**src/rtl/reset_settle_seq.sv**
```systemverilog
module reset_settle_seq #(
  parameter int RST_MIN_CYC = 82,
  parameter int SETTLE_C0   = 81920,
  parameter int SETTLE_C1   = 163840,
  parameter int SETTLE_C2   = 204800,
  parameter int SETTLE_C3   = 491520
) (
  input  logic       clk,
  input  logic       rst_n,
  input  logic       reset_req_n,
  input  logic [1:0] res_sel,
  input  logic [1:0] fault_evt,
  input  logic       rd_stb,
  input  logic       clr_stb,
  output logic       pos_zero,
  output logic       lot_n,
  output logic       dos_n,
  output logic       settled,
  output logic       data_valid,
  output logic [1:0] fault_q
);

  localparam int MAX01 = (SETTLE_C0 > SETTLE_C1) ? SETTLE_C0 : SETTLE_C1;
  localparam int MAX23 = (SETTLE_C2 > SETTLE_C3) ? SETTLE_C2 : SETTLE_C3;
  localparam int MAXS  = (MAX01 > MAX23) ? MAX01 : MAX23;
  localparam int TW    = $clog2(MAXS + 1);
  localparam int LW    = $clog2(RST_MIN_CYC + 1);

  typedef enum logic [1:0] {S_HOLD, S_SETTLE, S_WAIT, S_VALID} st_t;

  st_t           st;
  logic [LW-1:0] low;
  logic [TW-1:0] tmr, lim;
  logic [1:0]    res_q, flt;
  logic          armed;

  wire accept = !reset_req_n && (low == LW'(RST_MIN_CYC - 1));
  wire clr_ok = clr_stb && armed;
  wire done   = (st == S_WAIT) || (st == S_VALID);

  always_comb begin
    case (res_q)
      2'd0:    lim = TW'(SETTLE_C0);
      2'd1:    lim = TW'(SETTLE_C1);
      2'd2:    lim = TW'(SETTLE_C2);
      default: lim = TW'(SETTLE_C3);
    endcase
  end

  always_ff @(posedge clk or negedge rst_n) begin
    if (!rst_n) begin
      st    <= S_HOLD;
      low   <= '0;
      tmr   <= '0;
      res_q <= '0;
      flt   <= 2'b11;
      armed <= 1'b0;
    end else begin
      if (reset_req_n)                     low <= '0;
      else if (low != LW'(RST_MIN_CYC - 1)) low <= low + 1'b1;

      if (accept) begin
        st    <= S_HOLD;
        tmr   <= '0;
        flt   <= 2'b11;
        armed <= 1'b0;
      end else begin
        case (st)
          S_HOLD: if (reset_req_n) begin
            st    <= S_SETTLE;
            res_q <= res_sel;
            tmr   <= '0;
          end
          S_SETTLE: begin
            flt <= flt | fault_evt;
            if (tmr == lim - 1'b1) st <= S_WAIT;
            else                   tmr <= tmr + 1'b1;
          end
          default: begin
            flt   <= (clr_ok ? 2'b00 : flt) | fault_evt;
            armed <= rd_stb | (armed & ~clr_stb);
            if (st == S_WAIT && clr_ok) st <= S_VALID;
          end
        endcase
      end
    end
  end

  assign pos_zero   = (st == S_HOLD);
  assign lot_n      = !pos_zero && !flt[0];
  assign dos_n      = !pos_zero && !flt[1];
  assign settled    = done;
  assign data_valid = (st == S_VALID);
  assign fault_q    = flt;

  assert_entry_needs_low_pin_R1: assert property (@(posedge clk) disable iff (!rst_n)
    $rose(pos_zero) |-> $past(!reset_req_n));

  assert_timer_in_window_R4: assert property (@(posedge clk) disable iff (!rst_n)
    (st == S_SETTLE) |-> (tmr < lim));

  assert_settled_outside_reset_R5: assert property (@(posedge clk) disable iff (!rst_n)
    settled |-> !pos_zero);

  assert_fault_falls_on_armed_clear_R6: assert property (@(posedge clk) disable iff (!rst_n)
    (|($past(fault_q) & ~fault_q)) |-> $past(clr_stb && armed && settled));

  assert_valid_after_clear_R7: assert property (@(posedge clk) disable iff (!rst_n)
    $rose(data_valid) |-> ($past(clr_stb) && settled));

  assert_restart_sets_faults_R8: assert property (@(posedge clk) disable iff (!rst_n)
    $rose(pos_zero) |-> (fault_q == 2'b11 && !data_valid));

endmodule

```
**config.mk**
```make
export PLATFORM = sky130hd
export DESIGN_NAME = reset_settle_seq
export DESIGN_NICKNAME = d
export VERILOG_FILES = /design/src/rtl/reset_settle_seq.sv
export SDC_FILE = /design/constraint.sdc
export NUM_CORES = 1
export LEC_CHECK = 0
export BUFFER_PORTS_ARGS = -buffer_cell sky130_fd_sc_hd__clkbuf_2
export CAP_MARGIN = 20
export CORE_ASPECT_RATIO = 1.2
export CORE_MARGIN = 2
export CORE_UTILIZATION = 62
export CTS_CLUSTER_SIZE = 16
export DETAILED_ROUTE_END_ITERATION = 12
export PLACE_DENSITY = 0.82
export SLEW_MARGIN = 5
export SYNTH_ARGS = -nofsm -noshare
export SYNTH_HDL_FRONTEND = slang
export SYNTH_SLANG_ARGS = --single-unit
```
**constraint.sdc**
```tcl
create_clock -name clk -period 4.9 [get_ports clk]
set_input_delay 0.49 -clock clk [delete_from_list [all_inputs] [get_ports clk]]
set_output_delay 0.49 -clock clk [all_outputs]
set_load 0.01 [all_outputs]
```
==> metrics, run 1 <==
status finished clean; worst voltage drop across the vdd grid between 150 and 200 µV; final setup slack of the worst path approximately 2700 ps; area leader, netlist dfrtp_1; post-route DRC violation count 0; cell chosen for the clock root clkbuf_4; sum of internal, switching and leakage power approximately 0.55 mW; combinational family with the most area after synthesis simple AND/OR/NAND/NOR gates; routed via count approximately 1.6k; combined area of all synthesized cells between 1500 and 2000 µm²; chip width ~55 µm; complex-gate fraction of the synthesized area between 20 and 25%; pins over their slew limit 0; diodes inserted 0; maximum number of pins on one net before global-route repair 34; floorplan die height approximately 65 µm; cells on worst reg2reg path 6; number of top-level design ports 16; Hold Path Class input pin to asynchronous set/reset pin; Total Routing Usage GR 25.0%; H-tree depth 2; relative max-transition margin 46.8%; Via density just over 6; hold slack 214 ps; static power due to leakage 1.01 nW; total number of nets in the final design ~230; number of antenna violations at the first check in global routing 0; number of global-route vias before repair ~1.5k; global placer's final weighted congestion 0.863; global route overflow 0; CTS buffer count 5; transition time at the pin with the least slew margin about 800 ps; multiplexer share of the synthesized area under 10%; Max Cap Violations 0; CTS tree yes; setup clock skew after layout between 9 and 10 ps; category of the most critical setup path flip-flop to flip-flop; number of filler cells placed in the layout 243; maximum buffer depth of the clock tree 2; Worst-Skew Late Latency 340 ps; layout cells sized above 1 between 15 and 20%; required time of the critical path 5180 ps; Pre-antenna DRT Iters 4; synthesized area divided by synthesized cell count between 9 and 10 µm²; share of synthesized cell area in and, or, nand and nor gates 26.8%; number of cells produced by synthesis between 200 and 250; first-pass GRT wire length ~6500 µm; starting DRC count in detailed routing a little over 40; maximum fanout along the worst path 12; count of state elements after synthesis 33; site row count 22; Cell Count Post-Placement 251; input/output buffers 15; final critical path time including I/O delays and setup between 2000 and 2500 ps; post-detailed-placement half-perimeter wirelength roughly 2800 µm; power density over cell area between 200 and 300 nW/µm²; Final Setup Violations 0; maximum operating frequency approximately 460 MHz; number of standard cells in the layout, taps in and fillers out between 200 and 300; Post-Route Setup TNS 0 ps; placeable core area about 3000 µm²; number of gates given a new drive strength after cts 0; CP arrival 2440 ps; Routed WL approximately 3900 µm; post-cts hold buffer count 0; synthesized-area fraction occupied by xor and xnor cells 4.08%; Worst Setup Slack post-DPL around 2700 ps; Warnings, synthesis 0; RSZ-0062 raised after global routing false; initial core utilization a little under two thirds; endpoint of the lowest-slack register-to-register path tmr[3]; minimum setup slack among reg-to-reg paths between 2000 and 3000 ps; clock transition time at the flip-flop clock pins of the worst setup and hold paths about 100 ps; Synth cell types 50; area added between synthesis and finish 6.40%; startpoint type of the worst setup path flip-flop; wire length per cell 15.2 µm; Post-CTS Setup Inserts 0; Post-Synth Adder-Cell Area around 1.9%; TritonCTS sink count 33; critical register-to-register path startpoint tmr[0]; portion of the post-synthesis area used by sequential elements around 43%; period utilization approximately 44%; residual antenna-violating net count after detailed routing 0; post-synth net total about 220; final count of hold timing violations 0; crit path capture type flip-flop; area of the die roughly 3600 µm²; top-area cell type share of the netlist area 40.1%; top cells by area, synth dfrtp_1, nand2_1, nor2_1
[through the flow]
stage,instance area [µm²],util [%]
after floorplan,1930,-
after global placement,2010,66.4
after detailed placement,2010,66.4
after CTS,2060,68.0
after global routing,2060,68.0
final,2060,68.0
[placed cells by master, fill, tap and decap left out, drive strengths merged, types with 5 or more instances in the layout]
cell / instances
o21ai: 13
clkbuf: 23
dfrtp: 31
nand4: 6
nor2: 23
nor4: 5
xnor2: 5
a21o: 9
nand3: 14
a21oi: 9
nand2: 26
a22o: 5
nor3: 6
o22ai: 5
[worst max-delay path by stage]
stage                      from  endpoint  slack [ps]
global placement         tmr[0]    tmr[3]        2800
floorplan                tmr[0]    tmr[5]        3080
finish                   tmr[0]    tmr[3]        2740
global route             tmr[1]    tmr[4]        2550
CTS                      tmr[0]    tmr[3]        2750
detailed placement  reset_req_n   tmr[17]        2740
[synthesized netlist by cell type (all sizes together)]
library cell / count
dfrtp: 31
nand2: 26
nor2: 23
nand3: 14
o21ai: 13
a21o: 9
a21oi: 9
nand4: 6
nor3: 6
a22o: 5
clkbuf: 5
nor4: 5
o22ai: 5
xnor2: 5
and3: 4
buf: 4
inv: 4
xor2: 4
ha: 3
nand2b: 3
o2bb2ai: 3
and4: 2
dfstp: 2
mux2: 2
a211oi: 1
a21boi: 1
a22oi: 1
a2bb2oi: 1
a41o: 1
a41oi: 1
and2: 1
nand3b: 1
nand4b: 1
nor2b: 1
nor3b: 1
nor4b: 1
o2111ai: 1
o211ai: 1
o21bai: 1
o311a: 1
[cells by family after synthesis]
kind of cell             Yosys count
flip-flops                        33
XOR/XNOR                           9
adder cells (fa/ha/maj)            3
AND/OR/NAND/NOR                   95
AO/OA/AOI/OAI                     54
multiplexers                       2
buffers and inverters             13
[power by group]
part	internal [mW]	switching, mW	total, mW
registers	0.294	0.0262	0.320
clock network	0.0571	0.0886	0.146
logic	0.0354	0.0441	0.0795
total	0.387	0.159	0.546
[flip-flops by register name, indices dropped and copies added (netlist names)]
signal and count:
res_q 2, low 7, st 2, tmr 19, armed 1, fault_q 2
[area by class of cell]
class | count | area [µm²] | area share (%)
inverter | 4 | 15.0 | 0.729
multi-input combinational | 163 | 1050 | 50.8
tap | 36 | 45.0 | 2.19
timing repair buffer | 15 | 75.1 | 3.65
clock buffer | 8 | 48.8 | 2.37
sequential | 33 | 828 | 40.2
[critical path, cell delays in order, from the launching register on]
cell     delay, ps
dfrtp_1        390
ha_1           240
nand4_2        160
nor4_4         490
a41oi_4        340
nor2_4         300
a22o_1         190
[routing by layer]
metal  track usage (%)  vias to the layer above  part of all wire, %
li1                  -                      790                    -
met1              30.0                      769                   44
met2              41.5                       32                   51
met3              4.32                        7                  3.4
met4              12.8                        0                  1.9
met5                 0                        -                    0
Power figures use the tool's default switching activity.
==> inputs of run 2 (changes only) <==
--- a/config.mk
+++ b/config.mk
@@ -5,14 +5,15 @@
 export SDC_FILE = /design/constraint.sdc
 export NUM_CORES = 1
 export LEC_CHECK = 0
+export ABC_AREA = 1
 export BUFFER_PORTS_ARGS = -buffer_cell sky130_fd_sc_hd__clkbuf_2
 export CAP_MARGIN = 20
 export CORE_ASPECT_RATIO = 1.2
 export CORE_MARGIN = 2
-export CORE_UTILIZATION = 62
+export CORE_UTILIZATION = 59
 export CTS_CLUSTER_SIZE = 16
 export DETAILED_ROUTE_END_ITERATION = 12
-export PLACE_DENSITY = 0.82
+export PLACE_DENSITY = 0.79
 export SLEW_MARGIN = 5
 export SYNTH_ARGS = -nofsm -noshare
 export SYNTH_HDL_FRONTEND = slang
==> constraint.sdc (replaced) <==
create_clock -name clk -period 2.2 [get_ports clk]
set_input_delay 0.22 -clock clk [delete_from_list [all_inputs] [get_ports clk]]
set_output_delay 0.22 -clock clk [all_outputs]
set_load 0.01 [all_outputs]
==> run 2 against run 1 <==
Area after synthesis is 4.5% higher; sequential share of layout area is 3.3 points lower; power grew to 3.1 times the previous value; critical endpoint is now tmr[13]; largest power group unchanged.
==> metrics, run 2 <==
final count of hold timing violations 0; H-tree depth 2; startpoint type of the worst setup path flip-flop; relative max-transition margin between 40% and 50%; post-detailed-placement half-perimeter wirelength between 3000 and 4000 µm; placeable core area around 3300 µm²; maximum fanout along the worst path 24; M1 GR Usage 28.6%; TritonCTS sink count 33; cell chosen for the clock root clkbuf_8; setup clock skew after layout 5.57 ps; maximum number of pins on one net before global-route repair 34; cells on worst reg2reg path 10; transition time at the pin with the least slew margin around 830 ps; Hold Path Class input pin to asynchronous set/reset pin; most common cell after layout, fill and taps aside nand2_1; number of global-route vias before repair 1620; first-pass GRT wire length ~7000 µm; count of state elements after synthesis 33; RSZ-0062 raised after global routing false; routed via count 1790; initial core utilization approximately three fifths; global placer's final weighted congestion approximately 0.82; Post-Route Setup TNS 0 ps; count of flip-flops with a built-in enable after synthesis 0; Pre-antenna DRT Iters 4; Final Setup Violations 0; Synth cell types 33; met2 Use GR around two fifths; portion of the post-synthesis area used by sequential elements between 40 and 50%; wire length per cell 12.4 µm; maximum buffer depth of the clock tree 2; static power due to leakage approximately 1.0 nW; clock transition time at the flip-flop clock pins of the worst setup and hold paths approximately 70 ps; starting DRC count in detailed routing 89; Max Cap Violations 0; Worst-Skew Late Latency around 290 ps; register name with the most flops tmr; largest registers in the final layout tmr (19), low (7); status finished clean; top-area cell type share of the netlist area 38.4%; minimum setup slack among reg-to-reg paths 160 ps; dominant cell by count in the synthesized netlist nand2_1; Total Routing Usage GR roughly 24%; post-synth net total between 200 and 300; final critical path time including I/O delays and setup roughly 2000 ps; worst voltage drop across the vdd grid 493 µV; residual antenna-violating net count after detailed routing 0; Routed WL between 4000 and 5000 µm; global route overflow 0; power density over cell area approximately 760 nW/µm²; area leader, netlist dfrtp_1; total number of nets in the final design roughly 310; hold slack 18.9 ps; input/output buffers 15; category of the most critical setup path flip-flop to flip-flop; chip width between 50 and 60 µm; site row count 23; pins over their slew limit 0; primary flip-flop cell chosen by synthesis mapping dfrtp_1; crit path capture type flip-flop; floorplan die height 68.1 µm; period utilization 92.9%; top cells by area, synth dfrtp_1, nand2_1, inv_1; number of cells produced by synthesis approximately 280; number of top-level design ports 16; CP arrival ~2200 ps; number of antenna violations at the first check in global routing 0; most used cells in the layout excluding fill and tap cells nand2_1, inv_1, dfrtp_1; Via density ~5.3; CTS tree yes; fraction of synthesis flops using an asynchronous set or reset pin 100%; post-route DRC violation count 0; flip-flop count of the largest register after layout 19; CTS buffer count 5; met3 global-route usage 6.24%; layout cells sized above 1 roughly 15%; Warnings, synthesis 0; required time of the critical path 2360 ps; diodes inserted 0; combined area of all synthesized cells slightly above 2000 µm²; most congested layer reported by global routing met2; synthesized area divided by synthesized cell count around 7.3 µm²; area added between synthesis and finish 11.3%; top cell types by occurrence after synthesis nand2_1, inv_1, dfrtp_1; maximum operating frequency about 490 MHz; area of the die 3910 µm²
run 2: changes by cell type in the layout (fill, tap and decap cells not counted), moves of 5 or more:
cell      change
o21ai_0      +13
nand2_1      +54
o22ai_1       -5
clkbuf_4      -5
a21o_1        -9
inv_1        +30
clkbuf_8      +7
a22o_1        -5
run 2: report_power, final:
group	switching (mW)	internal [mW]
combinational	0.289	0.157
sequential	0.0828	0.666
clock	0.225	0.283
total	0.597	1.10
run 2: metrics by stage:
step	setup slack (ps)	power [mW]	utilization (%)	std cells	area [µm²]
finish	155	1.70	67.9	335	2250
floorplan	439	1.06	-	276	2020
CTS	78.4	1.71	67.9	335	2250
global route	31.2	1.81	67.9	335	2250
detailed placement	115	1.20	64.8	327	2150
global placement	162	1.19	64.8	327	2150
run 2: critical path: stages, from the launching register on:
cell      delay [ps]
dfrtp_2          440
ha_1             230
nand3_2          150
nand3b_1         270
nor2_1           150
nand2_1          100
nand2_2           90
nand2_4           60
nand2_2          140
buf_12           180
o21ai_0          110
run 2: final timing paths:
path                            to   start
max reg2reg                tmr[13]  tmr[0]
min in group clk             armed  rd_stb
max                        tmr[13]  tmr[0]
max in group asynchronous   tmr[0]   rst_n
min reg2reg                 low[3]  low[3]
min                         low[5]   rst_n
run 2: timing repair:
item                       in CTS  in global routing
hold buffers                    0                  0
buffers inserted                0                  0
setup endpoints to repair       0                 15
gates resized for setup         0                  1
run 2: layer usage:
| metal | vias to the layer above | wire length (µm) |
|---|---|---|
| met5 | - | 0 |
| met4 | 0 | 76 |
| met3 | 8 | 154 |
| met2 | 36 | 2000 |
| met1 | 815 | 1920 |
| li1 | 931 | - |
run 2: layout make-up:
type                            instances  area (µm²)
Clock inverter                          1        5.00
Tap cell                               37        46.3
Sequential cell                        33         830
Clock buffer                            7        96.3
Fill cell                             277        1060
Timing Repair Buffer                   19         118
Inverter                               33         124
Multi-Input combinational cell        205        1030
run 2: cell families (layout without fill, tap and decap cells):
group | after synthesis | in the layout | share of synthesized area, %
and+or+nand+nor | 154 | 154 | 34.2
buffers and inverters | 38 | 60 | 8.05
DFF | 33 | 33 | 41.0
adders and majority gates | 3 | 3 | 1.86
xor gates and xnor gates | 11 | 11 | 4.77
AOI/OAI and AO/OA | 37 | 37 | 10.1
==> inputs of run 3 (changes only) <==
--- a/config.mk
+++ b/config.mk
@@ -10,10 +10,10 @@
 export CAP_MARGIN = 20
 export CORE_ASPECT_RATIO = 1.2
 export CORE_MARGIN = 2
-export CORE_UTILIZATION = 59
+export CORE_UTILIZATION = 62
 export CTS_CLUSTER_SIZE = 16
 export DETAILED_ROUTE_END_ITERATION = 12
-export PLACE_DENSITY = 0.79
+export PLACE_DENSITY = 0.91
 export SLEW_MARGIN = 5
 export SYNTH_ARGS = -nofsm -noshare
 export SYNTH_HDL_FRONTEND = slang
==> constraint.sdc (replaced) <==
create_clock -name clk -period 2.55 [get_ports clk]
set_input_delay 0.255 -clock clk [delete_from_list [all_inputs] [get_ports clk]]
set_output_delay 0.255 -clock clk [all_outputs]
set_load 0.01 [all_outputs]
==> run 3 against run 2 <==
Cell count fell by 1.2%; non-clock buffer count fell by 3; setup slack improved by 190 ps; clock power fell by 39%; the run now ends with negative hold slack left; sequential cell count did not move; via count rose by 1.6%; fmax fell by 7.4%; sequential share of layout area rose by 1.3 points; first-iteration DRC count rose by 20%.
==> metrics, run 3 (synthesis gave the netlist of run 2 again) <==
status complete, but fails checks; violations in the final reports negative hold slack; hold slack -13.9 ps; floorplan die height around 67 µm; layout cells sized above 1 between 10% and 20%; diodes inserted 0; routed via count approximately 1.8k; cells on worst reg2reg path 9; final critical path time including I/O delays and setup roughly 2200 ps; relative contribution of the clock network to total power approximately a quarter; number of filler cells placed in the layout 260; global placer's final weighted congestion 0.895; cell with the largest stage delay on the worst path dfrtp_1; Critical path origin tmr[0]; site row count 22; Worst path max stage delay ~480 ps; post-route DRC violation count 0; global route overflow 0; category of cells accounting for the largest share of critical-path delay simple AND/OR/NAND/NOR gates; clock transition time at the flip-flop clock pins of the worst setup and hold paths roughly 100 ps; chip width 56.1 µm; proportion of power drawn by combinational gates ~27%; starting DRC count in detailed routing 107; period utilization roughly 87%; relative max-transition margin a little under half; maximum number of pins on one net before global-route repair 34; required time of the critical path about 2700 ps; sequential power share around half; wire length per cell roughly 13 µm; crit path capture type flip-flop; worst-path cell chain ha_1 > nand3_2 > nand3b_1 > nor2_1 > nand2_1 > nand2_2 > nand2_4 > nand2_2 > o21ai_0; maximum fanout along the worst path 29; residual antenna-violating net count after detailed routing 0; CTS tree yes; RSZ-0062 raised after global routing false; H-tree depth 2; placeable core area roughly 3100 µm²; Post-CTS Setup Inserts 0; Final Setup Violations 0; Max Cap Violations 0; area of the die about 3700 µm²; number of global-route vias before repair 1731; Most common cell on crit path nand2_2; Via density roughly 5.5; Hold Path Class input pin to asynchronous set/reset pin; final count of hold timing violations 15; CTS buffer count 5; post-detailed-placement half-perimeter wirelength between 3000 and 4000 µm; Post-Route Setup TNS 0 ps; capture point of the critical path tmr[13]; register name with the most flops tmr; minimum setup slack among reg-to-reg paths ~340 ps; most common cell after layout, fill and taps aside nand2_1; maximum buffer depth of the clock tree 2; category of the most critical setup path flip-flop to flip-flop; transition time at the pin with the least slew margin 814 ps; count of buffer and inverter cells on the critical path 0; power density over cell area roughly 600 nW/µm²; number of top-level design ports 16; Worst-Skew Late Latency between 300 and 400 ps; pins over their slew limit 0; first-pass GRT wire length between 7000 and 8000 µm; initial core utilization 65.5%; Total Routing Usage GR between 20% and 30%; endpoint of the lowest-slack register-to-register path tmr[13]; Stages on worst setup path 9; Switching Power a little under 0.5 mW; area added between synthesis and finish 7.43%; maximum operating frequency about 450 MHz; sum of internal, switching and leakage power 1.30 mW; CP arrival 2400 ps; critical register-to-register path startpoint tmr[0]; cell chosen for the clock root clkbuf_4; static power due to leakage 1.01 nW; worst voltage drop across the vdd grid 380 µV; largest registers in the final layout tmr (19), low (7); number of antenna violations at the first check in global routing 0; flip-flop count of the largest register after layout 19; startpoint type of the worst setup path flip-flop; total number of nets in the final design slightly above 300; Pre-antenna DRT Iters 4; most used cells in the layout excluding fill and tap cells nand2_1, inv_1, dfrtp_1; input/output buffers 15; switching part of the total power between 30% and 40%; setup clock skew after layout about 15 ps; Routed WL between 4000 and 5000 µm; internal power consumption between 0.8 and 0.9 mW; TritonCTS sink count 33
-- run 3: timing repair --
action | 4_1_cts | 5_1_grt
setup endpoints to repair | 0 | 2
hold buffers | 0 | 0
gates resized for setup | 0 | 1
-- run 3: stage by stage --
| step | instances | utilization [%] | hold slack (ps) | instance area, µm² | setup WS [ps] |
|---|---|---|---|---|---|
| floorplan | 276 | - | -40.6 | 2020 | 789 |
| global placement | 323 | 68.4 | 378 | 2110 | 267 |
| detailed placement | 323 | 68.4 | 380 | 2110 | 252 |
| CTS | 331 | 70.3 | 10.6 | 2170 | 217 |
| global route | 331 | 70.4 | 49.6 | 2170 | 82.9 |
| finish | 331 | 70.4 | -13.9 | 2170 | 342 |
-- run 3: cell type report --
type                       instances  area (µm²)  area share [%]
inverter                          33         124            5.71
sequential                        33         828            38.2
multi-input combinational        205        1030            47.6
tap                               36        45.0            2.07
clock buffer                       8        58.8            2.71
timing repair buffer              16        82.6            3.80
-- run 3: worst min path at each step --
stage	endpoint	slack, ps
3_3_place_gp	low[6]	380
3_5_place_dp	low[6]	380
2_1_floorplan	armed	-40
6_report	low[6]	-10
5_1_grt	low[6]	50
4_1_cts	low[6]	10
-- run 3: layer usage --
metal / vias up / GRT usage [%] / share of wire (%)
met5: - / 0 / 0
met4: 0 / 11.6 / 2.6
met3: 13 / 5.24 / 3.8
met2: 46 / 43.4 / 49
met1: 830 / 30.7 / 44
li1: 929 / - / -
-- run 3: power groups by stage --
stage | Clock [mW] | Sequential (mW) | Combinational, mW
2_1_floorplan | 0 | 0.632 | 0.281
3_3_place_gp | 0 | 0.647 | 0.336
3_5_place_dp | 0 | 0.649 | 0.342
4_1_cts | 0.316 | 0.640 | 0.344
5_1_grt | 0.330 | 0.654 | 0.403
6_report | 0.310 | 0.639 | 0.349
